## src/rtl/irq_resolver_pkg.sv

```systemverilog
package irq_resolver_pkg;
  // Selects how an end-of-interrupt strobe picks its in-service bit.
  typedef enum logic {
    EOI_TOP_PRIO   = 1'b0,
    EOI_NAMED_LINE = 1'b1
  } eoi_kind_e;
endpackage

```

## src/rtl/irq_req_capture.sv

```systemverilog
module irq_req_capture #(
  parameter int N = 8
) (
  input  logic         clk,
  input  logic         rst,
  input  logic [N-1:0] req_in,
  input  logic [N-1:0] level_mode,
  input  logic [N-1:0] ack_clr,
  output logic [N-1:0] irr_q,
  output logic [N-1:0] last_q
);
  always_ff @(posedge clk) begin
    if (rst) begin
      irr_q  <= '0;
      last_q <= '0;
    end else begin
      last_q <= req_in;
      for (int i = 0; i < N; i++) begin
        if (level_mode[i]) begin
          irr_q[i] <= req_in[i];
        end else begin
          // a fresh rising edge in the acknowledge cycle is kept
          irr_q[i] <= (irr_q[i] & ~ack_clr[i]) | (req_in[i] & ~last_q[i]);
        end
      end
    end
  end
endmodule

```

## src/rtl/irq_rot_prio.sv

```systemverilog
module irq_rot_prio #(
  parameter int N     = 8,
  parameter int IDX_W = 3,
  parameter int PRI_W = 4
) (
  input  logic [N-1:0]     vec,
  input  logic [IDX_W-1:0] base,
  output logic [PRI_W-1:0] pri,
  output logic [IDX_W-1:0] line
);
  logic [N-1:0] rotated;
  int           src;
  int           dst;

  always_comb begin
    rotated = '0;
    for (int p = 0; p < N; p++) begin
      src = p + int'(base);
      if (src >= N) src = src - N;
      rotated[p] = vec[src];
    end
    pri = PRI_W'(N);
    for (int p = N - 1; p >= 0; p--) begin
      if (rotated[p]) pri = PRI_W'(p);
    end
    dst = int'(pri) + int'(base);
    if (dst >= N) dst = dst - N;
    line = (pri == PRI_W'(N)) ? '0 : IDX_W'(dst);
  end
endmodule

```

## src/rtl/irq_resolver_core.sv

```systemverilog
module irq_resolver_core
  import irq_resolver_pkg::*;
#(
  parameter int N            = 8,
  parameter int CASCADE_LINE = 2,
  parameter bit IS_MASTER    = 1'b1,
  localparam int IDX_W = (N > 1) ? $clog2(N) : 1,
  localparam int PRI_W = $clog2(N + 1)
) (
  input  logic             clk,
  input  logic             rst,
  input  logic [N-1:0]     req_in,
  input  logic             trig_wr,
  input  logic [N-1:0]     trig_data,
  input  logic             mask_wr,
  input  logic [N-1:0]     mask_data,
  input  logic             ack,
  input  logic             eoi_wr,
  input  logic             eoi_named,
  input  logic [IDX_W-1:0] eoi_line,
  input  logic [IDX_W-1:0] rot_base,
  input  logic             nest_master_en,
  output logic             irq_out,
  output logic [IDX_W-1:0] irq_line,
  output logic [N-1:0]     irr_q,
  output logic [N-1:0]     isr_q,
  output logic [N-1:0]     imr_q
);
  localparam logic [N-1:0] LSB_ONE = {{(N-1){1'b0}}, 1'b1};
  localparam logic [PRI_W-1:0] PRI_NONE = PRI_W'(N);

  logic [N-1:0]     trig_q, imr_r, isr_r, irr_w, last_w;
  logic [N-1:0]     pend, isr_cmp, ack_set, ack_clr_edge, eoi_clr;
  logic [PRI_W-1:0] pend_pri, cur_pri, top_pri;
  logic [IDX_W-1:0] win_line, cur_line, top_line;
  logic             win_valid;
  eoi_kind_e        eoi_kind;

  irq_req_capture #(.N(N)) u_cap (
    .clk(clk), .rst(rst), .req_in(req_in), .level_mode(trig_q),
    .ack_clr(ack_clr_edge), .irr_q(irr_w), .last_q(last_w)
  );

  assign pend = irr_w & ~imr_r;

  // cascade-line exclusion exists only on a master instance
  if (IS_MASTER) begin : g_master
    assign isr_cmp = nest_master_en ? (isr_r & ~(LSB_ONE << CASCADE_LINE)) : isr_r;
  end else begin : g_slave
    assign isr_cmp = isr_r;
  end

  irq_rot_prio #(.N(N), .IDX_W(IDX_W), .PRI_W(PRI_W)) u_pend_enc (
    .vec(pend), .base(rot_base), .pri(pend_pri), .line(win_line)
  );
  irq_rot_prio #(.N(N), .IDX_W(IDX_W), .PRI_W(PRI_W)) u_cur_enc (
    .vec(isr_cmp), .base(rot_base), .pri(cur_pri), .line(cur_line)
  );
  irq_rot_prio #(.N(N), .IDX_W(IDX_W), .PRI_W(PRI_W)) u_eoi_enc (
    .vec(isr_r), .base(rot_base), .pri(top_pri), .line(top_line)
  );

  assign win_valid    = (pend_pri < cur_pri);
  assign ack_set      = (ack && win_valid) ? (LSB_ONE << win_line) : '0;
  assign ack_clr_edge = ack_set & ~trig_q;
  assign eoi_kind     = eoi_kind_e'(eoi_named);

  always_comb begin
    eoi_clr = '0;
    if (eoi_wr) begin
      if (eoi_kind == EOI_NAMED_LINE) begin
        eoi_clr = LSB_ONE << eoi_line;
      end else if (top_pri != PRI_NONE) begin
        eoi_clr = LSB_ONE << top_line;
      end
    end
  end

  always_ff @(posedge clk) begin
    if (rst) begin
      trig_q   <= '0;
      imr_r    <= '0;
      isr_r    <= '0;
      irq_out  <= 1'b0;
      irq_line <= '0;
    end else begin
      if (trig_wr) trig_q <= trig_data;
      if (mask_wr) imr_r  <= mask_data;
      isr_r    <= (isr_r & ~eoi_clr) | ack_set;
      irq_out  <= win_valid;
      irq_line <= win_valid ? win_line : '0;
    end
  end

  assign irr_q = irr_w;
  assign isr_q = isr_r;
  assign imr_q = imr_r;
endmodule

```

## config.mk

```make
export PLATFORM = sky130hd
export DESIGN_NAME = irq_resolver_core
export DESIGN_NICKNAME = d
export VERILOG_FILES = /design/src/rtl/irq_resolver_pkg.sv /design/src/rtl/irq_req_capture.sv /design/src/rtl/irq_rot_prio.sv /design/src/rtl/irq_resolver_core.sv
export SDC_FILE = /design/constraint.sdc
export NUM_CORES = 1
export LEC_CHECK = 0
export BUFFER_PORTS_ARGS = -buffer_cell sky130_fd_sc_hd__buf_2
export CAP_MARGIN = 10
export CORE_ASPECT_RATIO = 0.6
export CORE_UTILIZATION = 45
export CTS_BUF_LIST = sky130_fd_sc_hd__clkbuf_4
export CTS_CLUSTER_SIZE = 20
export DETAILED_ROUTE_END_ITERATION = 12
export PLACE_DENSITY_LB_ADDON = 0.12
export SLEW_MARGIN = 20
export SYNTH_ARGS = -nofsm -noshare
export SYNTH_HDL_FRONTEND = slang
export SYNTH_SLANG_ARGS = --single-unit
```

## constraint.sdc

```tcl
create_clock -name clk -period 5.2 [get_ports clk]
set_clock_uncertainty 0.1 [all_clocks]
set_input_delay 0.26 -clock clk [delete_from_list [all_inputs] [get_ports clk]]
set_output_delay 0.26 -clock clk [all_outputs]
set_load 0.01 [all_outputs]
```

After elaboration in Yosys (flattened, before gate mapping)
Cells that the tools add are included.

operators by class
  bitwise gates (word level) = 48
  mux-type cells = 121
  div/mod/pow operators = 0
  reduce and logical (&&, ||, !) cells = 2
  shift-type cells = 3
  $mul = 0
  $add $sub $neg = 19
  order comparisons = 19
  equality and inequality tests = 3

operators by type and width
  cell                                                                                   number
  32-bit by 5-bit < comparator with 1-bit output (second input constant)                 8
  32-bit two-way mux                                                                     8
  32-bit by 5-bit greater-or-equal comparator with 1-bit output (second input constant)  7
  32-bit by 5-bit subtractor with 32-bit output (second input constant)                  7
  4-bit two-way mux                                                                      24
  1-bit binary-select mux with 3-bit select                                              24
  1-bit two-way mux                                                                      56
  8-bit two-way mux                                                                      4
  8-bit AND                                                                              3
  8-bit inverter                                                                         3
  1-bit by 3-bit left shift with 8-bit output (first input constant)                     3
  1-bit inverter                                                                         17
  3-bit by 3-bit adder with 4-bit output (first input constant)                          4
  1-bit AND                                                                              16
  3-bit two-way mux                                                                      5
  4-bit by 3-bit adder with 5-bit output                                                 2
  5-bit by 4-bit greater-or-equal comparator with 1-bit output (second input constant)   2
  2-bit by 3-bit adder with 4-bit output (first input constant)                          2
  4-bit equality test (second input constant)                                            2
  1-bit OR                                                                               8
  8-bit OR                                                                               1
  3-bit by 1-bit subtractor with 3-bit output (second input constant)                    2
  3-bit by 4-bit subtractor with 5-bit output (second input constant)                    1
  1-bit by 3-bit adder with 4-bit output (first input constant)                          1
  other kinds (5)                                                                        5

storage, ports and cells
  memories kept = 0
  output and inout bits = 28
  logic and storage cells = 222
  bits in latches = 0
  bits in writable memories = 0
  bits of input ports = 38
  flip-flop bits (word level) = 44
  ROM bits = 0

Depth between registers and ports, before layout
  depth after elaboration = 25
  mapped depth = 21
  gate-level depth less buffers = 18

Hierarchy
A second synthesis with hierarchy kept.

second synthesis, totals
  cell total of the unflattened synthesis = 471
  area, all modules = 4569.4 um^2

by module, submodules not included
  module             seq. area each (um^2)  times used  area each (um^2)  cells an instance
  irq_rot_prio       0.0                    3           808.3             84
  irq_resolver_core  560.5                  1           1505.2            170
  irq_req_capture    320.3                  1           639.4             49

Worst setup path before layout
OpenSTA, ideal clock, no wires.

  kind = input port to flip-flop
  start point = input port rot_base[1]
  end point = register isr_r[3], in the netlist isr_q[3]
  library setup time = 125 ps
  path buffers = 2
  cell stages on the path = 16
  path slack = 688 ps
  data arrival time = 4287 ps
  required time = 4975 ps
  path through = buf_2 > buf_2 > inv_1 > ha_1 > xnor2_1 > mux4_2 > o31a_1 > o22a_1 > nand2_1 > nand2_1 > fa_1 > xor2_1 > or2_2 > and2_4 > a32o_1 > o2bb2ai_1

between the ends
  cells in the longest elaborated chain, start to end = 25
  elaborated cells between the ends (all ways) = 151
  those cells by class = 19 x add/sub; 11 x order compare; 3 x eq/ne; 2 x shift; 112 x mux; 3 x bitwise; 1 x reduce/logical

ends and longest elaborated chain
  item                                                                                                                                   RTL line                 RTL
  from (decl)                                                                                                                            irq_resolver_core.sv:21  input logic [IDX_W-1:0] rot_base,
  3-bit by 3-bit adder with 4-bit output                                                                                                 irq_rot_prio.sv:18       src = p + int'(base);
  32-bit by 5-bit subtractor with 32-bit output / 32-bit by 5-bit greater-or-equal comparator with 1-bit output (equally long branches)  irq_rot_prio.sv:19       if (src >= N) src = src - N;
  32-bit two-way mux                                                                                                                     irq_rot_prio.sv:19
  1-bit binary-select mux with 3-bit select                                                                                              irq_rot_prio.sv:20       rotated[p] = vec[src];
  1-bit two-way mux (not written as such) (2 in series)                                                                                  irq_rot_prio.sv:20
  4-bit two-way mux (8 in series)                                                                                                        irq_rot_prio.sv:24       if (rotated[p]) pri = PRI_W'(p);
  4-bit by 3-bit adder with 5-bit output                                                                                                 irq_rot_prio.sv:26       dst = int'(pri) + int'(base);
  5-bit by 4-bit greater-or-equal comparator with 1-bit output / 3-bit by 1-bit subtractor with 3-bit output (equally long branches)     irq_rot_prio.sv:27       if (dst >= N) dst = dst - N;
  3-bit two-way mux                                                                                                                      irq_rot_prio.sv:27
  3-bit two-way mux                                                                                                                      irq_rot_prio.sv:28       line = (pri == PRI_W'(N)) ? '0 : IDX_W'(dst);
  1-bit by 3-bit left shift with 8-bit output                                                                                            irq_resolver_core.sv:74  eoi_clr = LSB_ONE << top_line;
  8-bit two-way mux                                                                                                                      irq_resolver_core.sv:73  end else if (top_pri != PRI_NONE) begin
  8-bit two-way mux                                                                                                                      irq_resolver_core.sv:71  if (eoi_kind == EOI_NAMED_LINE) begin
  8-bit two-way mux                                                                                                                      irq_resolver_core.sv:70  if (eoi_wr) begin
  8-bit inverter                                                                                                                         irq_resolver_core.sv:89  isr_r <= (isr_r & ~eoi_clr) | ack_set;
  8-bit AND                                                                                                                              irq_resolver_core.sv:89
  8-bit OR *                                                                                                                             irq_resolver_core.sv:89
  to (signal assigned)                                                                                                                   irq_resolver_core.sv:89
  to (decl)                                                                                                                              irq_resolver_core.sv:32  logic [N-1:0] trig_q, imr_r, isr_r, irr_w, last_w;

Mark *: on every way between the ends. The rest lies on a longest branch, timed or not. The select of a mux whose other input is x is not followed.
A chain may end at the register's enable or synchronous reset.

Final worst setup path
  start point = input port rot_base[0]
  end point = register isr_r[4], in the netlist isr_q[4]

Same word-level chain as after synthesis.

==> metrics.md <==
| Metric | Value |
|---|---|
| Cts bufs inserted | `5` |
| Main synth FF type | `dfxtp_1` |
| Starting density of the core | `47.70%` |
| Post-Synthesis Mean Instance Area | `8.970 µm²` |
| Wire per inst | `17.90 µm` |
| Unrepaired setup endpoints after global routing | `no` |
| Max-cap violation count | `0` |
| Setup repair bufs after CTS | `0` |
| Total area of multi-input combinational cells | `2507 µm²` |
| Clock tree buffer depth | `2` |
| Pwr Density | `401.0 nW/µm²` |
| Syn Nets | `442` |
| Worst hold margin | `14.08 ps` |
| Leading cell type in the layout, fill and taps excluded | `buf_2` |
| Max transition margin | `55.59%` |
| Path category of the worst min-delay check | `in -> reg` |
| Clock period minus final worst setup slack | `4488 ps` |
| Syn Inst Count | `396` |
| Core area | `7447 µm²` |
| Overall Global Routing Usage | `25.95%` |
| Clock slew at the register clock pins of the worst setup and hold paths | `140 ps` |
| Port Buffers | `65` |
| Number of violations reported at the end of detailed-routing iteration 0 | `308` |
| Residual DRC count | `0` |
| Final setup slack of the worst path | `712.2 ps` |
| Total gr overflow | `0` |
| Most frequent cells in the layout | `65 x buf_2, 44 x dfxtp_1, 38 x nor2_1` |
| Maximum number of pins on one net before global-route repair | `37` |
| Required time reported for the critical path endpoint | `5300 ps` |
| Vias post-DR | `3,376` |
| Data arrival time at the worst-slack endpoint | `4590 ps` |
| Slew at the pin with the worst max-slew slack | `666.2 ps` |
| Placed cell areas | `3953 µm²` |
| Post-place setup slack | `447.4 ps` |
| Gates resized, CTS repair | `0` |
| Yosys reg bits | `44` |
| Layout Cell Area excl Fill | `4043 µm²` |
| Sum of net half-perimeters after detailed placement | `7998 µm` |
| Floorplan row count | `24` |
| Number of antenna violations at the first check in global routing | `0` |
| Register Area | `880.8 µm²` |
| VDD IR max | `0.2127 mV` |
| Number of hold buffers added after CTS | `0` |
| Diode insertion count for antenna repair | `0` |
| Area added between synthesis and finish | `13.81%` |
| Startpoint types | `input pin` |
| Number of setup violations in the final report | `0` |
| Run status | `complete, no violations` |
| Vias in the first global route | `3,126` |
| First-pass detailed-route iteration total | `5` |
| Total Die Area | `8265 µm²` |
| Critical path peak fanout | `13` |
| Crit path kind | `in -> reg` |
| Combined area of all synthesized cells | `3552 µm²` |
| Layout cell share with drive strength beyond 1 | `26.20%` |
| Filler Cells Inserted | `737` |
| Yosys cell types | `82` |
| Number of top-level design ports | `66` |
| Maximum clock frequency | `222.8 MHz` |
| Portion of the clock cycle consumed by the worst path in the final layout | `86.30%` |
| H-tree depth reported by CTS | `2` |
| Seq/Total Area, Yosys | `24.80%` |
| Post-synth EDFFs | `0` |
| Final Max Tran Viols | `0` |
| TritonCTS clock tree | `built` |
| Vias/cell | `6.007` |
| Leak pwr | `1.737 nW` |
| Die boundary width | `116.7 µm` |
| Source-to-sink clock delay at the later pin of the worst-skew pair | `370 ps` |
| Root buf cell | `clkbuf_4` |
| Die Y-Extent | `70.82 µm` |
| Clk sinks | `44` |
| Routability congestion estimate from global placement | `0.9388` |
| FFs w/ async S/R, synth | `0%` |
| Total Routed Length | `10,060 µm` |
| Final layout net count | `503` |
| Wire length of the first global-routing pass | `16,440 µm` |
| Count of antenna-violating nets left after detailed routing | `0` |
| Count of endpoints failing hold in the final timing report | `0` |
| Kind of capture point of the worst setup path | `flop` |
| Setup_tns | `0 ps` |
| Count of warnings emitted by yosys | `0` |
## synthesized netlist by cell type, types with 4 or more instances
cell type | n | share of area, %
a31oi_1 | 12 | 2.1
mux2i_1 | 24 | 6.8
nor2_1 | 38 | 4.0
a21boi_0 | 10 | 2.1
nand3_1 | 8 | 1.1
nand2b_1 | 13 | 2.3
buf_2 | 5 | 0.70
nor3_1 | 5 | 0.70
o211ai_1 | 4 | 0.85
a22oi_1 | 4 | 0.85
nand3b_1 | 5 | 1.1
or2_2 | 4 | 0.70
and2_1 | 5 | 0.88
o21ai_0 | 11 | 1.5
clkbuf_1 | 7 | 0.74
xor2_1 | 4 | 0.99
nor4bb_1 | 4 | 1.1
nand2_1 | 25 | 2.6
nor2b_1 | 21 | 3.7
inv_1 | 15 | 1.6
dfxtp_1 | 44 | 25
a21oi_1 | 13 | 1.8
ha_1 | 6 | 2.1
mux2_2 | 4 | 1.3
mux4_2 | 12 | 7.6
o221ai_1 | 4 | 0.99
## worst max-delay path, cell delays in order
cell and delay [ps]:
buf_2 280, inv_2 180, ha_1 620, mux4_2 350, nand2_1 120, a31oi_1 200
a21oi_1 60, nand2_1 70, nand2_1 40, a31oi_1 210, ha_1 190, inv_1 40
fa_1 490, nor2b_1 200, o21ai_0 170, nand3_1 140, a2111o_1 470, o221ai_1 300
a21oi_1 190
## sequential cells by signal, indices dropped and copies added (netlist names)
| register | cells |
|---|---|
| imr_q | 8 |
| isr_q | 8 |
| irq_line | 3 |
| irq_out | 1 |
| u_cap.irr_q | 8 |
| u_cap.last_q | 8 |
| trig_q | 8 |
## per-layer routing
metal | vias to the layer above | global-route usage, % | wire length (µm)
li1 | 1630 | - | -
met1 | 1582 | 41.20 | 5081
met2 | 160 | 34.91 | 3968
met3 | 4 | 7.198 | 969
met4 | 0 | 3.376 | 37
met5 | - | 0 | 0
## final timing paths
check,start,to,slack [ps],depth (start not counted)
worst max-delay path,rot_base[0],isr_q[4],710,19
worst min-delay path,trig_data[0],trig_q[0],10,3
worst max register to register,isr_q[1],isr_q[4],710,18
worst min register to register,trig_q[7],trig_q[7],410,2
## layout make-up
type / count / area share [%]
multi-input cells: 317 / 62.02
flip-flops and latches: 44 / 21.79
repair buffers: 72 / 9.409
well taps: 104 / 3.219
inverters: 17 / 1.578
clock inverters: 3 / 1.052
clock buffers: 5 / 0.9285
## power by group
group / internal [W] / total (W) / switching (W)
Combinational: 0.000398 / 0.000964 / 0.000565
Clock: 0.000100 / 0.000218 / 0.000118
Sequential: 0.000385 / 0.000439 / 0.0000544
Total: 0.000883 / 0.00162 / 0.000738
## logic make-up after synthesis
group	share of synthesized area, %
xor gates and xnor gates	1.479
and+or+nand+nor	24.06
muxes	17.72
DFF	24.80
adders and majority gates	3.241
buffers and inverters	4.614
AOI/OAI and AO/OA	24.09
## per-stage QoR
step | util [%] | total power [W] | instances
after floorplan | - | 0.001130 | 396
after global placement | 53.07 | 0.001385 | 553
after detailed placement | 53.07 | 0.001385 | 553
after CTS | 54.15 | 0.001606 | 561
after global routing | 54.28 | 0.001749 | 562
final | 54.28 | 0.001621 | 562
Power figures use the tool's default switching activity.
